==> config.mk <==
export PLATFORM = sky130hd
export DESIGN_NAME = itu_regfile
export DESIGN_NICKNAME = d
export VERILOG_FILES = /design/src/rtl/itu_pkg.sv /design/src/rtl/itu_addr_dec.sv /design/src/rtl/itu_tbl_bank.sv /design/src/rtl/itu_cmdq_ctrl.sv /design/src/rtl/itu_regfile.sv
export SDC_FILE = /design/constraint.sdc
export NUM_CORES = 1
export LEC_CHECK = 0
export BUFFER_PORTS_ARGS = -buffer_cell sky130_fd_sc_hd__buf_2
export CORE_AREA = 4 4 357 359
export CTS_BUF_LIST = sky130_fd_sc_hd__clkbuf_4 sky130_fd_sc_hd__clkbuf_8 sky130_fd_sc_hd__clkbuf_16
export DETAILED_ROUTE_END_ITERATION = 16
export DIE_AREA = 0 0 361 363
export SLEW_MARGIN = 20
export SYNTH_ARGS = -nofsm -noshare
export SYNTH_HDL_FRONTEND = slang
export SYNTH_SLANG_ARGS = --single-unit
==> constraint.sdc <==
create_clock -name clk_i -period 4 [get_ports clk_i]
set_clock_uncertainty 0.05 [all_clocks]
set_input_delay 0.2 -clock clk_i [delete_from_list [all_inputs] [get_ports clk_i]]
set_output_delay 0.2 -clock clk_i [all_outputs]
set_load 0.02 [all_outputs]
==> src/rtl/itu_pkg.sv <==
package itu_pkg;
  localparam int TBL_N     = 8;
  localparam int TBL_IDX_W = $clog2(TBL_N);

  localparam int OFF_CTRL  = 'h000;
  localparam int OFF_IDENT = 'h004;
  localparam int OFF_TYPE  = 'h008;
  localparam int OFF_CQB   = 'h080;
  localparam int OFF_WPTR  = 'h088;
  localparam int OFF_RPTR  = 'h090;
  localparam int OFF_TBL   = 'h100;

  localparam logic [63:0] TBL_CONST_MASK = (64'h7 << 56) | (64'h1f << 48);
  localparam logic [63:0] TBL_WMASK      = ~TBL_CONST_MASK;

  typedef enum logic [2:0] {
    RS_NONE, RS_CTRL, RS_IDENT, RS_TYPE, RS_CQB, RS_WPTR, RS_RPTR, RS_TBL
  } reg_sel_e;

  typedef struct packed {
    reg_sel_e               sel;
    logic                   hi;
    logic [TBL_IDX_W-1:0]   idx;
    logic                   err;
  } dec_t;
endpackage

==> src/rtl/itu_addr_dec.sv <==
module itu_addr_dec
  import itu_pkg::*;
#(
  parameter int ADDR_W = 12
) (
  input  logic [ADDR_W-1:0] addr_i,
  input  logic              wide_i,
  input  logic              we_i,
  output dec_t              dec_o
);
  localparam int SW = ADDR_W - 3;
  localparam logic [SW-1:0] S_CTRL = SW'(OFF_CTRL >> 3);
  localparam logic [SW-1:0] S_TYPE = SW'(OFF_TYPE >> 3);
  localparam logic [SW-1:0] S_CQB  = SW'(OFF_CQB  >> 3);
  localparam logic [SW-1:0] S_WPTR = SW'(OFF_WPTR >> 3);
  localparam logic [SW-1:0] S_RPTR = SW'(OFF_RPTR >> 3);
  localparam logic [SW-1:0] S_TBL  = SW'(OFF_TBL  >> 3);
  localparam logic [SW-1:0] S_TEND = SW'((OFF_TBL >> 3) + TBL_N);

  logic [SW-1:0] slot;
  logic [SW-1:0] rel;
  logic          ro;

  assign slot = addr_i[ADDR_W-1:3];
  assign rel  = slot - S_TBL;

  always_comb begin
    dec_o     = '0;
    dec_o.hi  = addr_i[2];
    dec_o.idx = rel[TBL_IDX_W-1:0];
    ro        = 1'b0;
    if (slot == S_CTRL) begin
      dec_o.sel = addr_i[2] ? RS_IDENT : RS_CTRL;
      ro        = addr_i[2];
      if (wide_i) dec_o.err = 1'b1;
    end else if (slot == S_TYPE) begin
      dec_o.sel = RS_TYPE;
      ro        = 1'b1;
    end else if (slot == S_CQB) begin
      dec_o.sel = RS_CQB;
    end else if (slot == S_WPTR) begin
      dec_o.sel = RS_WPTR;
    end else if (slot == S_RPTR) begin
      dec_o.sel = RS_RPTR;
      ro        = 1'b1;
    end else if (slot >= S_TBL && slot < S_TEND) begin
      dec_o.sel = RS_TBL;
    end else begin
      dec_o.err = 1'b1;
    end
    if (addr_i[1:0] != 2'b00) dec_o.err = 1'b1;
    if (wide_i && addr_i[2])  dec_o.err = 1'b1;
    if (we_i && ro)           dec_o.err = 1'b1;
    if (dec_o.err)            dec_o.sel = RS_NONE;
  end
endmodule

==> src/rtl/itu_tbl_bank.sv <==
module itu_tbl_bank
  import itu_pkg::*;
#(
  parameter logic [3*TBL_N-1:0] TBL_TYPES = '0,
  parameter logic [4:0]         ENTRY_SZ  = 5'd0
) (
  input  logic                  clk_i,
  input  logic                  rst_ni,
  input  logic                  wr_i,
  input  logic [TBL_IDX_W-1:0]  idx_i,
  input  logic                  hi_i,
  input  logic                  wide_i,
  input  logic [63:0]           wdata_i,
  output logic [TBL_N*64-1:0]   tbl_o
);
  for (genvar g = 0; g < TBL_N; g++) begin : g_tbl
    logic [63:0] q;
    logic [63:0] nxt;
    logic [63:0] cst;

    assign cst = {5'd0, TBL_TYPES[3*g +: 3], 3'd0, ENTRY_SZ, 48'd0};

    always_comb begin
      if (wide_i)    nxt = wdata_i & TBL_WMASK;
      else if (hi_i) nxt = {wdata_i[31:0] & TBL_WMASK[63:32], q[31:0]};
      else           nxt = {q[63:32], wdata_i[31:0] & TBL_WMASK[31:0]};
    end

    always_ff @(posedge clk_i or negedge rst_ni) begin
      if (!rst_ni)                              q <= '0;
      else if (wr_i && idx_i == TBL_IDX_W'(g))  q <= nxt;
    end

    assign tbl_o[64*g +: 64] = q | cst;
  end
endmodule

==> src/rtl/itu_cmdq_ctrl.sv <==
module itu_cmdq_ctrl #(
  parameter int CTRL_W = 32
) (
  input  logic              clk_i,
  input  logic              rst_ni,
  input  logic              ctrl_wr_i,
  input  logic              cqb_wr_i,
  input  logic              wptr_wr_i,
  input  logic              hi_i,
  input  logic              wide_i,
  input  logic [63:0]       wdata_i,
  input  logic              rptr_we_i,
  input  logic [63:0]       rptr_i,
  output logic [CTRL_W-1:0] ctrl_o,
  output logic [63:0]       cqb_o,
  output logic [63:0]       wptr_o,
  output logic [63:0]       rptr_o,
  output logic              latch_o
);
  logic set_en;
  logic rptr_clr;

  assign set_en   = ctrl_wr_i && wdata_i[0] && !ctrl_o[0];
  assign rptr_clr = set_en || (cqb_wr_i && (wide_i || !hi_i));

  function automatic logic [63:0] merge(input logic [63:0] old, input logic [63:0] wd,
                                       input logic wide, input logic hi);
    if (wide)    return wd;
    else if (hi) return {wd[31:0], old[31:0]};
    else         return {old[63:32], wd[31:0]};
  endfunction

  always_ff @(posedge clk_i or negedge rst_ni) begin
    if (!rst_ni) begin
      ctrl_o  <= '0;
      cqb_o   <= '0;
      wptr_o  <= '0;
      rptr_o  <= '0;
      latch_o <= 1'b0;
    end else begin
      latch_o <= set_en;
      if (ctrl_wr_i) ctrl_o <= ctrl_o | wdata_i[CTRL_W-1:0];
      if (cqb_wr_i)  cqb_o  <= merge(cqb_o, wdata_i, wide_i, hi_i);
      if (wptr_wr_i) wptr_o <= merge(wptr_o, wdata_i, wide_i, hi_i);
      if (rptr_clr)       rptr_o <= '0;
      else if (rptr_we_i) rptr_o <= rptr_i;
    end
  end
endmodule

==> src/rtl/itu_regfile.sv <==
module itu_regfile
  import itu_pkg::*;
#(
  parameter int                 ADDR_W    = 12,
  parameter logic [31:0]        IDENT_VAL = 32'h1a2b_0001,
  parameter logic [63:0]        TYPE_VAL  = 64'h0000_0000_0013_2f01,
  parameter logic [3*TBL_N-1:0] TBL_TYPES = 24'h000021,
  parameter logic [4:0]         ENTRY_SZ  = 5'd7
) (
  input  logic                  clk_i,
  input  logic                  rst_ni,
  input  logic                  req_i,
  input  logic                  we_i,
  input  logic                  wide_i,
  input  logic [ADDR_W-1:0]     addr_i,
  input  logic [63:0]           wdata_i,
  input  logic                  rptr_we_i,
  input  logic [63:0]           rptr_i,
  output logic                  rsp_valid_o,
  output logic                  rsp_err_o,
  output logic [63:0]           rsp_rdata_o,
  output logic                  en_o,
  output logic                  latch_o,
  output logic [63:0]           cq_base_o,
  output logic [63:0]           wptr_o,
  output logic [63:0]           rptr_o,
  output logic [TBL_N*64-1:0]   tbl_base_o
);
  localparam int CTRL_W = 32;

  dec_t              dec;
  logic              wr_ok;
  logic [CTRL_W-1:0] ctrl;
  logic [63:0]       rd64;
  logic [63:0]       rd;

  itu_addr_dec #(.ADDR_W(ADDR_W)) u_dec (
    .addr_i (addr_i),
    .wide_i (wide_i),
    .we_i   (we_i),
    .dec_o  (dec)
  );

  assign wr_ok = req_i && we_i && !dec.err;

  itu_cmdq_ctrl #(.CTRL_W(CTRL_W)) u_cq (
    .clk_i     (clk_i),
    .rst_ni    (rst_ni),
    .ctrl_wr_i (wr_ok && dec.sel == RS_CTRL),
    .cqb_wr_i  (wr_ok && dec.sel == RS_CQB && !en_o),
    .wptr_wr_i (wr_ok && dec.sel == RS_WPTR),
    .hi_i      (dec.hi),
    .wide_i    (wide_i),
    .wdata_i   (wdata_i),
    .rptr_we_i (rptr_we_i),
    .rptr_i    (rptr_i),
    .ctrl_o    (ctrl),
    .cqb_o     (cq_base_o),
    .wptr_o    (wptr_o),
    .rptr_o    (rptr_o),
    .latch_o   (latch_o)
  );

  assign en_o = ctrl[0];

  itu_tbl_bank #(.TBL_TYPES(TBL_TYPES), .ENTRY_SZ(ENTRY_SZ)) u_tbl (
    .clk_i   (clk_i),
    .rst_ni  (rst_ni),
    .wr_i    (wr_ok && dec.sel == RS_TBL && !en_o),
    .idx_i   (dec.idx),
    .hi_i    (dec.hi),
    .wide_i  (wide_i),
    .wdata_i (wdata_i),
    .tbl_o   (tbl_base_o)
  );

  always_comb begin
    unique case (dec.sel)
      RS_CTRL:  rd64 = {32'd0, ctrl};
      RS_IDENT: rd64 = {32'd0, IDENT_VAL};
      RS_TYPE:  rd64 = TYPE_VAL;
      RS_CQB:   rd64 = cq_base_o;
      RS_WPTR:  rd64 = wptr_o;
      RS_RPTR:  rd64 = rptr_o;
      RS_TBL:   rd64 = tbl_base_o[64*dec.idx +: 64];
      default:  rd64 = '0;
    endcase
    if (we_i || dec.err)                          rd = '0;
    else if (wide_i)                              rd = rd64;
    else if (dec.hi && dec.sel != RS_IDENT)       rd = {32'd0, rd64[63:32]};
    else                                          rd = {32'd0, rd64[31:0]};
  end

  always_ff @(posedge clk_i or negedge rst_ni) begin
    if (!rst_ni) begin
      rsp_valid_o <= 1'b0;
      rsp_err_o   <= 1'b0;
      rsp_rdata_o <= '0;
    end else begin
      rsp_valid_o <= req_i;
      rsp_err_o   <= req_i && dec.err;
      rsp_rdata_o <= req_i ? rd : '0;
    end
  end
endmodule

# == Yosys cells after proc, flatten, opt, wreduce, memory -nomap -nowiden ==
# Cells that the tools add are included.
# Widths: inputs -> output; s select.
# totals
elab_cells,140
ff_bits,803
out_inout_bits,772
inputBits,146
# op_classes
order_cmp,2
n_shift,1
n_bitwise,1
mux,34
addsub,1
eq_ne,20
n_reduce_logical,55
# ops
operator,count
$mux 64,9
$shiftx 512x10->64,1
$pmux 64 s7,1
$reduce_and 2->1,20
$mux 32,1
$or 32x32->32,1
$eq 9x5->1 const B,3
$eq 3x3->1 const B,8
$logic_and 1x1->1,24
$mux 3,7
$mux 1,15
$eq 3x2->1 const B,4
$eq 9x1->1 const B,1
$ge 9x6->1 const B,1
$logic_not 9->1,1
$lt 9x6->1 const B,1
$eq 3x1->1 const B,2
$reduce_bool 2->1,3
$logic_not 1->1,3
$logic_not 3->1,1
$logic_or 1x1->1,3
$ne 3x2->1 const B,1
$sub 3x1->3 const B,1
$mux 2,1
$ne 2x2->1 const B,1

# == Longest topological paths before layout ==
# depth
word_depth,18
depth_mapped,11
mapped_depth_nobuf,6

# == Cells and area by module ==
# A second synthesis with hierarchy kept.
# unflattened
cells_unflattened,2909
hier_area_um2,36329.8
# by_module_without_submodules
mod,area_each_um2,cells_each,instances,seq_area_each_um2
itu_tbl_bank,17643.2,1066,1,11210.8
itu_cmdq_ctrl,9516.6,770,1,5630.4
itu_regfile,8923.6,1039,1,1651.6
itu_addr_dec,246.5,34,1,0.0

# == Worst setup path after synthesis ==
# No wires, ideal clock.
# synth_path
kind,input port to flip-flop
startpoint,in wide_i
endpoint,reg u_cq.wptr_o[36]
path_stages,9
required_ps,3825
setup_slack_ps,1457
setup_ps,125
t_arrival_ps,2368
path_buffers,3
path_cell_list,clkbuf_1 -> or4b_1 -> o221a_2 -> nand2_1 -> buf_2 -> nor3_1 -> nand3b_1 -> buf_2 -> mux2_2
# synth_between
elab_chain_cells,9
word_cells_on_any_way,14
classes_between,eq/ne (1); mux (7); reduce/logical (6)
# synth_lines
item,line_no,source
from (decl),itu_regfile.sv:14,"input logic wide_i,"
$mux 1,itu_addr_dec.sv:35,if (wide_i) dec_o.err = 1'b1;
$mux 1,itu_addr_dec.sv:32,if (slot == S_CTRL) begin
$mux 1,itu_addr_dec.sv:51,if (addr_i[1:0] != 2'b00) dec_o.err = 1'b1;
$mux 1,itu_addr_dec.sv:52,if (wide_i && addr_i[2]) dec_o.err = 1'b1;
$mux 1,itu_addr_dec.sv:53,if (we_i && ro) dec_o.err = 1'b1;
$mux 3 / $logic_not 1->1 (equally long branches),"itu_addr_dec.sv:54, itu_regfile.sv:44",
$eq 3x3->1 / $logic_and 1x1->1 (equally long branches),"itu_regfile.sv:51, itu_regfile.sv:44",
$logic_and 1x1->1,itu_regfile.sv:51,".wptr_wr_i (wr_ok && dec.sel == RS_WPTR),"
$reduce_and 2->1 (no line),-,
to (signal assigned),itu_cmdq_ctrl.sv:44,"if (wptr_wr_i) wptr_o <= merge(wptr_o, wdata_i, wide_i, hi_i);"
to (decl),itu_cmdq_ctrl.sv:16,"output logic [63:0] wptr_o,"
# Several ways; a longest one is shown, not always the timed one.
# A chain may end at the register's enable or synchronous reset.

# == Worst setup path after layout ==
# layout_path
startpoint,in addr_i[8]
endpoint,reg u_tbl.g_tbl[0].q[18]
# layout_between
elab_chain_cells,17
word_cells_on_any_way,37
classes_between,order compare (2); eq/ne (5); mux (21); reduce/logical (9)
# layout_lines
item,line_no,source
from (decl),itu_regfile.sv:15,"input logic [ADDR_W-1:0] addr_i,"
$ge 9x6->1 / $lt 9x6->1 (equally long branches),itu_addr_dec.sv:46,end else if (slot >= S_TBL && slot < S_TEND) begin
$logic_and 1x1->1,itu_addr_dec.sv:46,
$mux 1,itu_addr_dec.sv:46,
$mux 1,itu_addr_dec.sv:43,end else if (slot == S_RPTR) begin
$mux 1,itu_addr_dec.sv:41,end else if (slot == S_WPTR) begin
$mux 1,itu_addr_dec.sv:39,end else if (slot == S_CQB) begin
$mux 1,itu_addr_dec.sv:36,end else if (slot == S_TYPE) begin
$mux 1,itu_addr_dec.sv:32,
$mux 1,itu_addr_dec.sv:51,
$mux 1,itu_addr_dec.sv:52,
$mux 1,itu_addr_dec.sv:53,
$mux 3 / $logic_not 1->1 (equally long branches),"itu_addr_dec.sv:54, itu_regfile.sv:44",
$eq 3x3->1 / $logic_and 1x1->1 (equally long branches),"itu_regfile.sv:69, itu_regfile.sv:44",
$logic_and 1x1->1 (*) (2 in series),itu_regfile.sv:69,".wr_i (wr_ok && dec.sel == RS_TBL && !en_o),"
$logic_and 1x1->1 (*),itu_tbl_bank.sv:31,else if (wr_i && idx_i == TBL_IDX_W'(g)) q <= nxt;
$reduce_and 2->1 (no line) (*),-,
to (signal assigned),itu_tbl_bank.sv:31,
to (decl),itu_tbl_bank.sv:17,logic [63:0] q;
# Every way passes the cells marked *; elsewhere a longest branch is shown, timed or not.

==> results.cfg <==
[yosys]
synth_fa_ha_area_share_pct = 0
ys_ff_latch = 739
synth_cell_types = 70
synthFlopType = dfrtp_1
yosys-top-cells-area = dfrtp_1, mux2_2, mux2i_1, mux4_2, o21ai_0
synth_async_sr_flop_share_pct = 100
synth_top_cell_by_area = dfrtp_1
synthXorXnorAreaFrac_pct = 0
synthCells = 2575
synth_seq_area_share_pct = 55.2
synth_top_family_by_area = multiplexers
yosys.area_share.simple_pct = 5.47
yosys.area.top_type_share_pct = 55.2
syn_area_per_cell_um2 = 13.0
synth_edf_count = 0
synth_mux_area_share_pct = 24.8
synth_compound_area_share_pct = 9.99
netlist_area_um2 = 33500
ys.warnings.count = 0

[critical_path]
cp.buffers_inverters = 2
worstPathCellList = buf_2 > nor2b_1 > o221a_2 > nand2_1 > nor3_4 > and2_2 > buf_4 > mux2_2
cp_top_family = simple AND/OR/NAND/NOR gates
required_ns = 4.54
regToRegSetupSlack_ns = 1.42
slowest_delay_ns = 0.84
start_kind = input pin
cp_max_fo = 17
cpMaxStageDelayCell = nor2b_1
cp.arrival_ns = 3.55
crit_type = in2reg
cp-end-kind = flip-flop

[sta]
fin_tns_setup_ns = 0
worst_slew_pin_slew_ns = 1.01
rsz0062_at_grt = no
drv_slew = 0
clock.fmax_mhz = 332
hold_viol_final = 0
finalSetupViolCount = 0
period_share_pct = 75.2
slew_headroom_pct = 32.9
layout_min_cycle_time_ns = 3.01

[detailed_routing]
drc = 0
drtIter0Drc = 2352
vias = 27600
drtAntennaViolNets = 0
wirelength_mm = 178
via_per_inst = 5.24
detail_route.wl_per_cell_um = 33.8
drt-pass1-iter-count = 6

[clock_network]
h-tree-depth = 3
post_cts_buffers = 0
clk_pin_slew_ns = 0.06
cts-root-buf = clkbuf_16
clock_path_buffers = 3
cts.sinks = 739
cts_tree = yes
clk_latency_ns = 0.71
cts_buffers = 91

[global_route]
gr-total-overflow = 0
first_global_vias = 28000
track_usage_pct = 26.4
grt_first_pass_wirelength_mm = 241
antenna_found_initial = 20
grt_max_degree = 103

[power_and_ir_drop]
power-per-cell-area_nw_per_um2 = 391
irDropWorstVdd_uv = 350
leakage_uw = 0.0236

[finish]
stdcell_count = 5265
synthToLayoutAreaGrowth_pct = 32.4
final_cell_mix = buf_2, dfrtp_1, mux2_2, mux2i_1, nand2_1
layout-drive-gt1-share_pct = 47.0
nets = 3700
fin_util_pct = 35.8
final_common_cell = buf_2

[placed_design]
io_buffers = 853
post-dp-hpwl_mm = 136
dp_cells = 4969
place.gp.congestion = 0.858

[floorplanning]
ios = 918
die_y_um = 363
dieArea_um2 = 131000
core_area_um2 = 124000
initial_utilization_pct = 27.1
rows = 129
die_x_um = 361

[run]
maxCapViolCount = 0

[worst_hold_path]
hold_path_class = in2async

[outcome]
status = finished clean
## timing repair
item,in CTS,in global routing
hold endpoints to repair,541,0
gates resized for setup,0,0
hold buffers,129,0
## sequential cells by signal, indices dropped and copies added, names as in the netlist
register,flops
rsp_err_o,1
rsp_rdata_o,64
rsp_valid_o,1
u_cq.cqb_o,64
u_cq.ctrl_o,32
u_cq.latch_o,1
u_cq.rptr_o,64
u_cq.wptr_o,64
u_tbl.g_tbl.q,448
## layout make-up
cell class / count / area [um2]
clock buffer: 131 / 2700
tap: 1637 / 2050
inverter: 12 / 45.0
sequential: 739 / 18500
multi-input combinational: 1596 / 13900
clock inverter: 32 / 327
fill: 12200 / 79400
timing repair buffer: 1114 / 6880
antenna: 4 / 10.0
## metrics by stage
stage               area (um2)  setup WS, ns  power [uW]  hold slack (ns)
detailed placement       40000         0.366        8990            0.262
finish                   44400         0.991       17300           0.0723
CTS                      44400          1.12       17600           0.0261
floorplan                33700          1.46        8290           -0.146
global route             44400         0.858       17900           0.0666
global placement         40000         0.313        8990            0.255
## routing by layer
layer	wire length, um	global-route usage, %	vias to the layer above	share of wire [%]
met4	8140	10.8	4	4.6
met2	86400	44.5	1306	48
met5	24	0	-	0.013
li1	-	-	11400	-
met1	69900	32.1	14600	39
met3	13700	7.29	315	7.7
## cells in the mapped netlist, drive strengths merged (5+ instances only)
library cell / n
nand2: 148
a21o: 34
o211a: 15
a22oi: 74
mux4: 71
nor2b: 8
a21oi: 15
buf: 161
clkbuf: 129
and3: 25
o211ai: 9
nand4: 34
nor4: 7
and2: 5
o2111ai: 9
nor3: 14
a211oi: 22
a222oi: 7
a221oi: 55
nor2: 113
a22o: 37
o21ai: 142
a221o: 10
and4: 6
dfrtp: 739
inv: 12
o2bb2ai: 12
mux2i: 166
mux2: 449
## path summary, 6_finish.rpt
kind                                 start                   end  cells after the start
setup / recovery                 addr_i[8]  u_tbl.g_tbl[0].q[18]                      8
hold / removal                      rst_ni        u_cq.rptr_o[1]                      2
setup reg to reg            u_cq.ctrl_o[0]  u_tbl.g_tbl[0].q[18]                      5
hold reg to reg            u_cq.ctrl_o[29]       u_cq.ctrl_o[29]                      1
max in group asynchronous           rst_ni  u_tbl.g_tbl[5].q[37]                      3
min in group clk_i              wdata_i[6]        u_cq.ctrl_o[6]                      2
## cells by family after synthesis
kind of cell	after synthesis
AO/OA/AOI/OAI	463
AND/OR/NAND/NOR	383
buffers and inverters	302
other	2
flip-flops	739
multiplexers	686
## power by group
part / internal, uW / leakage (uW) / switching (uW)
sequential: 7540 / 0.0101 / 129
combinational: 390 / 0.0119 / 892
clock: 4910 / 0.00152 / 3480
(Power assumes the default switching activity.)
